<file path="src/rtl/hbus_pkg.sv">
package hbus_pkg;
  localparam int unsigned HBUS_DATA_W = 8;
  localparam int unsigned HBUS_SYNC_N = 2;

  typedef enum logic [1:0] {
    STB_NONE  = 2'b00,
    STB_INSTR = 2'b01,
    STB_DATA  = 2'b10,
    STB_RDADV = 2'b11
  } hbus_stb_e;
endpackage

</file>
<file path="src/rtl/hbus_strobe_sync.sv">
module hbus_strobe_sync #(
  parameter int unsigned STAGES = 2
) (
  input  logic clk,
  input  logic rst_n,
  input  logic en_async,
  output logic en_lvl,
  output logic en_fall
);
  logic [STAGES-1:0] chain_q;
  logic [STAGES-1:0] chain_d;
  logic              last_q;
  logic              last_d;

  generate
    if (STAGES == 1) begin : g_one
      always_comb chain_d = en_async;
    end else begin : g_many
      always_comb chain_d = {chain_q[STAGES-2:0], en_async};
    end
  endgenerate

  always_comb last_d = chain_q[STAGES-1];

  always_ff @(posedge clk or negedge rst_n) begin
    if (!rst_n) begin
      chain_q <= '0;
      last_q  <= 1'b0;
    end else begin
      chain_q <= chain_d;
      last_q  <= last_d;
    end
  end

  assign en_lvl  = chain_q[STAGES-1];
  assign en_fall = last_q & ~chain_q[STAGES-1];


  fall_single_chk: assert property (@(posedge clk) disable iff (!rst_n)
    en_fall |=> !en_fall);
endmodule

</file>
<file path="src/rtl/hbus_nibble_asm.sv">
module hbus_nibble_asm #(
  parameter int unsigned DATA_W = 8
) (
  input  logic              clk,
  input  logic              rst_n,
  input  logic              ev,
  input  logic              nib_mode,
  input  logic              rnw,
  input  logic              rs,
  input  logic              busy,
  input  logic [DATA_W-1:0] din,
  output logic              half,
  output logic              instr_wr,
  output logic              data_wr,
  output logic              rd_adv,
  output logic [DATA_W-1:0] wr_byte
);
  import hbus_pkg::*;
  localparam int unsigned NIB_W = DATA_W / 2;

  logic              half_q, half_d;
  logic [NIB_W-1:0]  hi_q, hi_d;
  logic [DATA_W-1:0] byte_q, byte_d;
  hbus_stb_e         stb_q, stb_d;
  logic              done;
  logic [DATA_W-1:0] full_byte;

  always_comb begin
    done      = ev & (~nib_mode | half_q);
    full_byte = nib_mode ? {hi_q, din[DATA_W-1:NIB_W]} : din;

    half_d = half_q;
    if (!nib_mode)  half_d = 1'b0;
    else if (ev)    half_d = ~half_q;

    hi_d = hi_q;
    if (ev && nib_mode && !half_q && !rnw) hi_d = din[DATA_W-1:NIB_W];

    stb_d  = STB_NONE;
    byte_d = byte_q;
    if (done) begin
      if (rnw) begin
        if (rs) stb_d = STB_RDADV;
      end else if (rs) begin
        stb_d  = STB_DATA;
        byte_d = full_byte;
      end else if (!busy) begin
        stb_d  = STB_INSTR;
        byte_d = full_byte;
      end
    end
  end

  always_ff @(posedge clk or negedge rst_n) begin
    if (!rst_n) begin
      half_q <= 1'b0;
      hi_q   <= '0;
      byte_q <= '0;
      stb_q  <= STB_NONE;
    end else begin
      half_q <= half_d;
      hi_q   <= hi_d;
      byte_q <= byte_d;
      stb_q  <= stb_d;
    end
  end

  assign half     = half_q;
  assign instr_wr = (stb_q == STB_INSTR);
  assign data_wr  = (stb_q == STB_DATA);
  assign rd_adv   = (stb_q == STB_RDADV);
  assign wr_byte  = byte_q;


  busy_drop_chk: assert property (@(posedge clk) disable iff (!rst_n)
    instr_wr |-> !$past(busy));

  stb_excl_chk: assert property (@(posedge clk) disable iff (!rst_n)
    $onehot0({instr_wr, data_wr, rd_adv}));

  second_half_chk: assert property (@(posedge clk) disable iff (!rst_n)
    (instr_wr || data_wr || rd_adv) && $past(nib_mode) |-> $past(half_q));

  toggle_clear_chk: assert property (@(posedge clk) disable iff (!rst_n)
    !nib_mode |=> !half_q);

  pulse_width_chk: assert property (@(posedge clk) disable iff (!rst_n)
    instr_wr |=> !instr_wr);
endmodule

</file>
<file path="src/rtl/hbus_rd_mux.sv">
module hbus_rd_mux #(
  parameter int unsigned DATA_W = 8
) (
  input  logic              en_lvl,
  input  logic              rnw,
  input  logic              rs,
  input  logic              nib_mode,
  input  logic              half,
  input  logic              busy,
  input  logic [DATA_W-2:0] ac,
  input  logic [DATA_W-1:0] dr,
  output logic [DATA_W-1:0] dout,
  output logic              oe
);
  localparam int unsigned NIB_W = DATA_W / 2;

  logic [DATA_W-1:0] src;
  logic [NIB_W-1:0]  part;

  always_comb begin
    src  = rs ? dr : {busy, ac};
    part = half ? src[NIB_W-1:0] : src[DATA_W-1:NIB_W];
    dout = nib_mode ? {part, {NIB_W{1'b0}}} : src;
    oe   = en_lvl & rnw;
  end
endmodule

</file>
<file path="src/rtl/hbus_host_if.sv">
module hbus_host_if #(
  parameter int unsigned DATA_W = hbus_pkg::HBUS_DATA_W,
  parameter int unsigned SYNC_N = hbus_pkg::HBUS_SYNC_N
) (
  input  logic              clk,
  input  logic              rst_n,
  input  logic              bus_en,
  input  logic              bus_rnw,
  input  logic              bus_rs,
  input  logic [DATA_W-1:0] bus_din,
  output logic [DATA_W-1:0] bus_dout,
  output logic              bus_oe,
  input  logic              nibble_mode,
  input  logic              busy,
  input  logic [DATA_W-2:0] addr_cnt,
  input  logic              dr_load,
  input  logic [DATA_W-1:0] dr_value,
  output logic              instr_wr,
  output logic              data_wr,
  output logic [DATA_W-1:0] wr_byte,
  output logic              rd_adv
);
  localparam int unsigned NIB_W = DATA_W / 2;

  logic              rst_meta_q, rst_q;
  logic              en_lvl, en_fall, half;
  logic [DATA_W-1:0] dr_q, dr_d;

  always_ff @(posedge clk or negedge rst_n) begin
    if (!rst_n) begin
      rst_meta_q <= 1'b0;
      rst_q      <= 1'b0;
    end else begin
      rst_meta_q <= 1'b1;
      rst_q      <= rst_meta_q;
    end
  end

  hbus_strobe_sync #(.STAGES(SYNC_N)) sync_i (
    .clk(clk), .rst_n(rst_q), .en_async(bus_en),
    .en_lvl(en_lvl), .en_fall(en_fall)
  );

  hbus_nibble_asm #(.DATA_W(DATA_W)) asm_i (
    .clk(clk), .rst_n(rst_q), .ev(en_fall), .nib_mode(nibble_mode),
    .rnw(bus_rnw), .rs(bus_rs), .busy(busy), .din(bus_din),
    .half(half), .instr_wr(instr_wr), .data_wr(data_wr),
    .rd_adv(rd_adv), .wr_byte(wr_byte)
  );

  always_comb dr_d = dr_load ? dr_value : dr_q;

  always_ff @(posedge clk or negedge rst_q) begin
    if (!rst_q) dr_q <= '0;
    else        dr_q <= dr_d;
  end

  hbus_rd_mux #(.DATA_W(DATA_W)) mux_i (
    .en_lvl(en_lvl), .rnw(bus_rnw), .rs(bus_rs), .nib_mode(nibble_mode),
    .half(half), .busy(busy), .ac(addr_cnt), .dr(dr_q),
    .dout(bus_dout), .oe(bus_oe)
  );


  status_word_chk: assert property (@(posedge clk) disable iff (!rst_q)
    bus_oe && !bus_rs && !nibble_mode |-> bus_dout == {busy, addr_cnt});

  nib_low_zero_chk: assert property (@(posedge clk) disable iff (!rst_q)
    bus_oe && nibble_mode |-> bus_dout[NIB_W-1:0] == '0);

  oe_write_chk: assert property (@(posedge clk) disable iff (!rst_q)
    !bus_rnw |-> !bus_oe);

  no_wr_on_read_chk: assert property (@(posedge clk) disable iff (!rst_q)
    $past(bus_rnw) && $past(bus_rnw, 2) |-> !instr_wr && !data_wr);
endmodule

</file>
<file path="config.mk">
export PLATFORM = sky130hd
export DESIGN_NAME = hbus_host_if
export DESIGN_NICKNAME = d
export VERILOG_FILES = /design/src/rtl/hbus_pkg.sv /design/src/rtl/hbus_strobe_sync.sv /design/src/rtl/hbus_nibble_asm.sv /design/src/rtl/hbus_rd_mux.sv /design/src/rtl/hbus_host_if.sv
export SDC_FILE = /design/constraint.sdc
export NUM_CORES = 1
export LEC_CHECK = 0
export BUFFER_PORTS_ARGS = -buffer_cell sky130_fd_sc_hd__buf_2
export CAP_MARGIN = 20
export CORE_UTILIZATION = 45
export CTS_CLUSTER_DIAMETER = 60
export DETAILED_ROUTE_END_ITERATION = 8
export GPL_TIMING_DRIVEN = 0
export PLACE_DENSITY_LB_ADDON = 0.12
export SLEW_MARGIN = 20
export SYNTH_ARGS = -nofsm -noshare
export SYNTH_HDL_FRONTEND = slang
export SYNTH_SLANG_ARGS = --single-unit
</file>
<file path="constraint.sdc">
create_clock -name clk -period 4.3 [get_ports clk]
set_clock_uncertainty 0.15 [all_clocks]
set_input_delay 0.86 -clock clk [delete_from_list [all_inputs] [get_ports clk]]
set_output_delay 0.86 -clock clk [all_outputs]
set_load 0.01 [all_outputs]
</file>
* Word-level counts from Yosys, hierarchy flattened *
Index checks and enable logic that the tools add are counted.

word-level totals
  register bits after elaboration = 28
  logic and storage cells = 41

operators by class
  eq/ne operators = 5
  muxes and demuxes = 13
  bitwise logic cells = 8
  reduce and logical (&&, ||, !) cells = 6

operator list
  kind                count
  $mux 8              5
  $mux 2              4
  $eq 2x2->1 const B  2
  $mux 4              1
  $not 1->1           4
  $and 1x1->1         3
  $logic_and 1x1->1   3
  $mux 1              3
  $reduce_and 3->1    1
  $eq 2x1->1 const B  1
  $logic_not 1->1     2
  $ne 2x1->1 const B  1
  $ne 2x2->1 const B  1
  $or 1x1->1          1

* Depth between registers and ports, before layout *
  depth in word-level cells = 5
  mapped depth = 4

* Modules after synthesis *
A second synthesis with hierarchy kept.

unflattened totals
  cells, all modules = 90
  area, all modules = 1410.1 um^2

modules (own cells, without submodules)
  module            cells each  area an instance (um^2)  instances
  hbus_nibble_asm   51          769.5                    1
  hbus_host_if      20          385.4                    1
  hbus_rd_mux       15          166.4                    1
  hbus_strobe_sync  4           88.8                     1

* Worst setup path after synthesis *
Ideal clock, no wire load.

  path type = input -> output
  start point = input nibble_mode
  end point = output bus_dout[4]
  arrival time = 1.746 ns
  buffers on the path = 2
  required time = 3.290 ns
  cell stages on the path = 4
  path slack = 1.544 ns
  cell sequence = buf_6 -> clkbuf_1 -> nand2_1 -> mux4_2

between the ends
  cells in the longest elaborated chain, start to end = 1

ends and longest elaborated chain
  what                line                RTL
  start: declaration  hbus_host_if.sv:13  input logic nibble_mode,
  $mux 8              hbus_rd_mux.sv:23   dout = nib_mode ? {part, {NIB_W{1'b0}}} : src;
  end: declaration    hbus_host_if.sv:11  output logic [DATA_W-1:0] bus_dout,

No other way between the ends.

* Final worst setup path *
  start point = input nibble_mode
  end point = output bus_dout[6]

The elaborated chain is that of the path after synthesis.

==> flow_metrics.env <==
export IMPL_status="finished, final reports clean"
export IMPL_core_area_um2=2780
export IMPL_fillCellCount=245
export IMPL_portBuffers=47
export IMPL_layout_min_cycle_time_ps=3100
export IMPL_final_hold_violation_count=0
export IMPL_detail_route_wl_per_cell_um=13.6
export IMPL_slowest_stage="clkbuf_1"
export IMPL_antenna_found_initial=0
export IMPL_path_clk_slew_ps=140
export IMPL_track_usage_pct=16.7
export IMPL_drive_gt1_share_pct=64.0
export IMPL_diodes=0
export IMPL_syn_to_final_growth_pct=22.5
export IMPL_critPathKind="in -> out"
export IMPL_dieArea_um2=3160
export IMPL_end_kind="primary output"
export IMPL_yosysUniqueCellTypes=19
export IMPL_cts_post_setup_buffers_inserted=0
export IMPL_synth_commonest_cells="28 x dfrtp_1, 28 x mux2_2, 4 x mux2i_1, 4 x mux4_2, 4 x nor2_1"
export IMPL_worstSkewPairLatency_ps=310
export IMPL_fp_row_count=19
export IMPL_synth_top_cell_by_area="dfrtp_1"
export IMPL_maxSlewHeadroom_pct=55.8
export IMPL_synthCells=89
export IMPL_grt_pass1_wl_um=3980
export IMPL_setup_worst_path_start_class="primary input"
export IMPL_hpwl_um=1810
export IMPL_syn_avg_cell_area_um2=14.9
export IMPL_io_pins=51
export IMPL_vias=874
export IMPL_viasPerCell=5.14
export IMPL_synth_net_count=120
export IMPL_max_freq_mhz=322
export IMPL_final_nets=172
export IMPL_worstMarginPinSlew_ps=664
export IMPL_pre_cts_ws_ps=1150
export IMPL_drc=0
export IMPL_setup_tns_ps=0
export IMPL_die_x_um=56.2
export IMPL_finalSetupViolations=0
export IMPL_synth_seq_area_share_pct=53.0
export IMPL_power_density_nw_per_um2=360
export IMPL_max_cap_viol_count=0
export IMPL_synth_ff_type="dfrtp_1"
export IMPL_clock_sinks=28
export IMPL_peakVddDrop_mv=0.270
export IMPL_grt_max_degree=27
export IMPL_synth_edf_count=0
export IMPL_arrival_ps=2090
export IMPL_drt_iter0_drc=29
export IMPL_root_buffer="clkbuf_4"
export IMPL_path_max_fanout=10
export IMPL_die_y_um=56.2
export IMPL_hold_buffers=0
export IMPL_path_cells="buf_6 -> clkbuf_1 -> nand2_1 -> mux4_2 -> buf_2"
export IMPL_cts_buffers=3
export IMPL_firstDrtPassIters=2
export IMPL_yosys_top_cells_area="dfrtp_1 53%, mux2_2 24%, mux4_2 6.8%, mux2i_1 3.0%, a2111oi_4 2.1%"
export IMPL_synth_warnings=0
export IMPL_hold_class="reg -> async"
export IMPL_grt_setup_unrepaired="no"
export IMPL_required_ps=3290
export IMPL_setup_ws_ps=1200
export IMPL_async_flop_share_pct=100
export IMPL_ys_ff_latch=28
export IMPL_first_global_vias=905
export IMPL_drt_wl_total_um=2310
export IMPL_p_leak_nw=0.772
export IMPL_netlist_area_um2=1320
export IMPL_drv_slew=0
export IMPL_grt_overflow=0
export IMPL_gp_congestion=0.705
export IMPL_final_antenna_net_count=0
export IMPL_synth_top_cell_area_share_pct=53.0
export IMPL_clk_path_buf_depth=2
export IMPL_cts_resized_gates=0
export IMPL_cts_tree="done"
export IMPL_post_route_period_util_pct=72.1
export IMPL_htree_levels=1
export IMPL_initial_core_util_pct=47.5
export IMPL_max_stage_delay_ps=390
## report_power, final
part / switching (mW) / internal, mW
sequential: 0.0267 / 0.308
combinational: 0.0601 / 0.0867
clock: 0.0691 / 0.0327
total: 0.156 / 0.427
## cells by family after synthesis
| family | count (synthesis) | share of synthesized area, % |
|---|---|---|
| multiplexers | 36 | 33.7 |
| flip-flops | 28 | 53.0 |
| AND/OR/NAND/NOR | 16 | 7.38 |
| buffers and inverters | 5 | 2.55 |
| AO/OA/AOI/OAI | 2 | 2.46 |
| XOR/XNOR | 1 | 0.662 |
| other | 1 | 0.284 |
## path summary, 6_finish.rpt
| path | from | endpoint | slack, ps | cells past startpoint |
|---|---|---|---|---|
| max in group asynchronous | rst_q$_DFF_PN0_ | asm_i.wr_byte[6]$_DFFE_PN0P_ | 3520 | 0 |
| setup reg to reg | sync_i.chain_q[1]$_DFF_PN0_ | asm_i.wr_byte[3]$_DFFE_PN0P_ | 2400 | 3 |
| hold reg to reg | rst_q$_DFF_PN0_ | dr_q[5]$_DFFE_PN0P_ | 110 | 0 |
| min in group clk | sync_i.chain_q[0]$_DFF_PN0_ | sync_i.chain_q[1]$_DFF_PN0_ | 220 | 0 |
| setup / recovery | nibble_mode | bus_dout[6] | 1200 | 5 |
| hold / removal | rst_q$_DFF_PN0_ | dr_q[5]$_DFFE_PN0P_ | 110 | 0 |
## placed cells by master (no fill, tap or decap), types with 2 or more instances in the layout
cell and count:
nor3_1 3, and2_1 3, clkbuf_1 2, nor2b_1 2, buf_6 2, mux2_2 28, mux4_2 4, mux2i_1 4
buf_2 47, clkbuf_4 3, dfrtp_1 27, nor2_1 4
## per-stage QoR
stage | instances | util [%] | power (mW) | instance area, um^2 | hold slack, ps
after global placement | 167 | 57.4 | 0.482 | 1600 | 187
after detailed placement | 167 | 57.4 | 0.491 | 1600 | 187
final | 170 | 58.3 | 0.583 | 1620 | 113
after floorplan | 89 | - | 0.428 | 1320 | 181
after global routing | 170 | 58.3 | 0.621 | 1620 | 113
after CTS | 170 | 58.2 | 0.593 | 1620 | 137
## per-layer routing
layer | global-route usage [%] | vias to the layer above | share of wire, % | routed length [um]
li1 | - | 416 | - | -
met5 | 0 | - | 0 | 0
met3 | 3.26 | 2 | 4.7 | 108
met4 | 6.27 | 0 | 0.69 | 16
met1 | 20.7 | 434 | 42 | 969
met2 | 28.7 | 22 | 52 | 1210
## sequential cells by signal, indices dropped and copies added, names as in the netlist
register / flops
asm_i.half: 1
sync_i.last_q: 1
asm_i.hi_q: 4
asm_i.stb_q: 2
dr_q: 8
rst_meta_q: 1
asm_i.wr_byte: 8
rst_q: 1
sync_i.chain_q: 2
## final cells by class
cell class / instances / area [um^2] / share of cell area, %
flip-flops and latches: 28 / 702 / 43.3
multi-input cells: 56 / 588 / 36.3
repair buffers: 47 / 235 / 14.5
well taps: 31 / 38.8 / 2.39
plain buffers: 4 / 30.0 / 1.85
clock buffers: 3 / 22.5 / 1.39
inverters: 1 / 3.75 / 0.232
## critical path, delay by kind of cell
family | cells | cell delay, ps
AND/OR/NAND/NOR | 1 | 250
multiplexers | 1 | 340
buffers and inverters | 3 | 640
(Power assumes the default switching activity.)
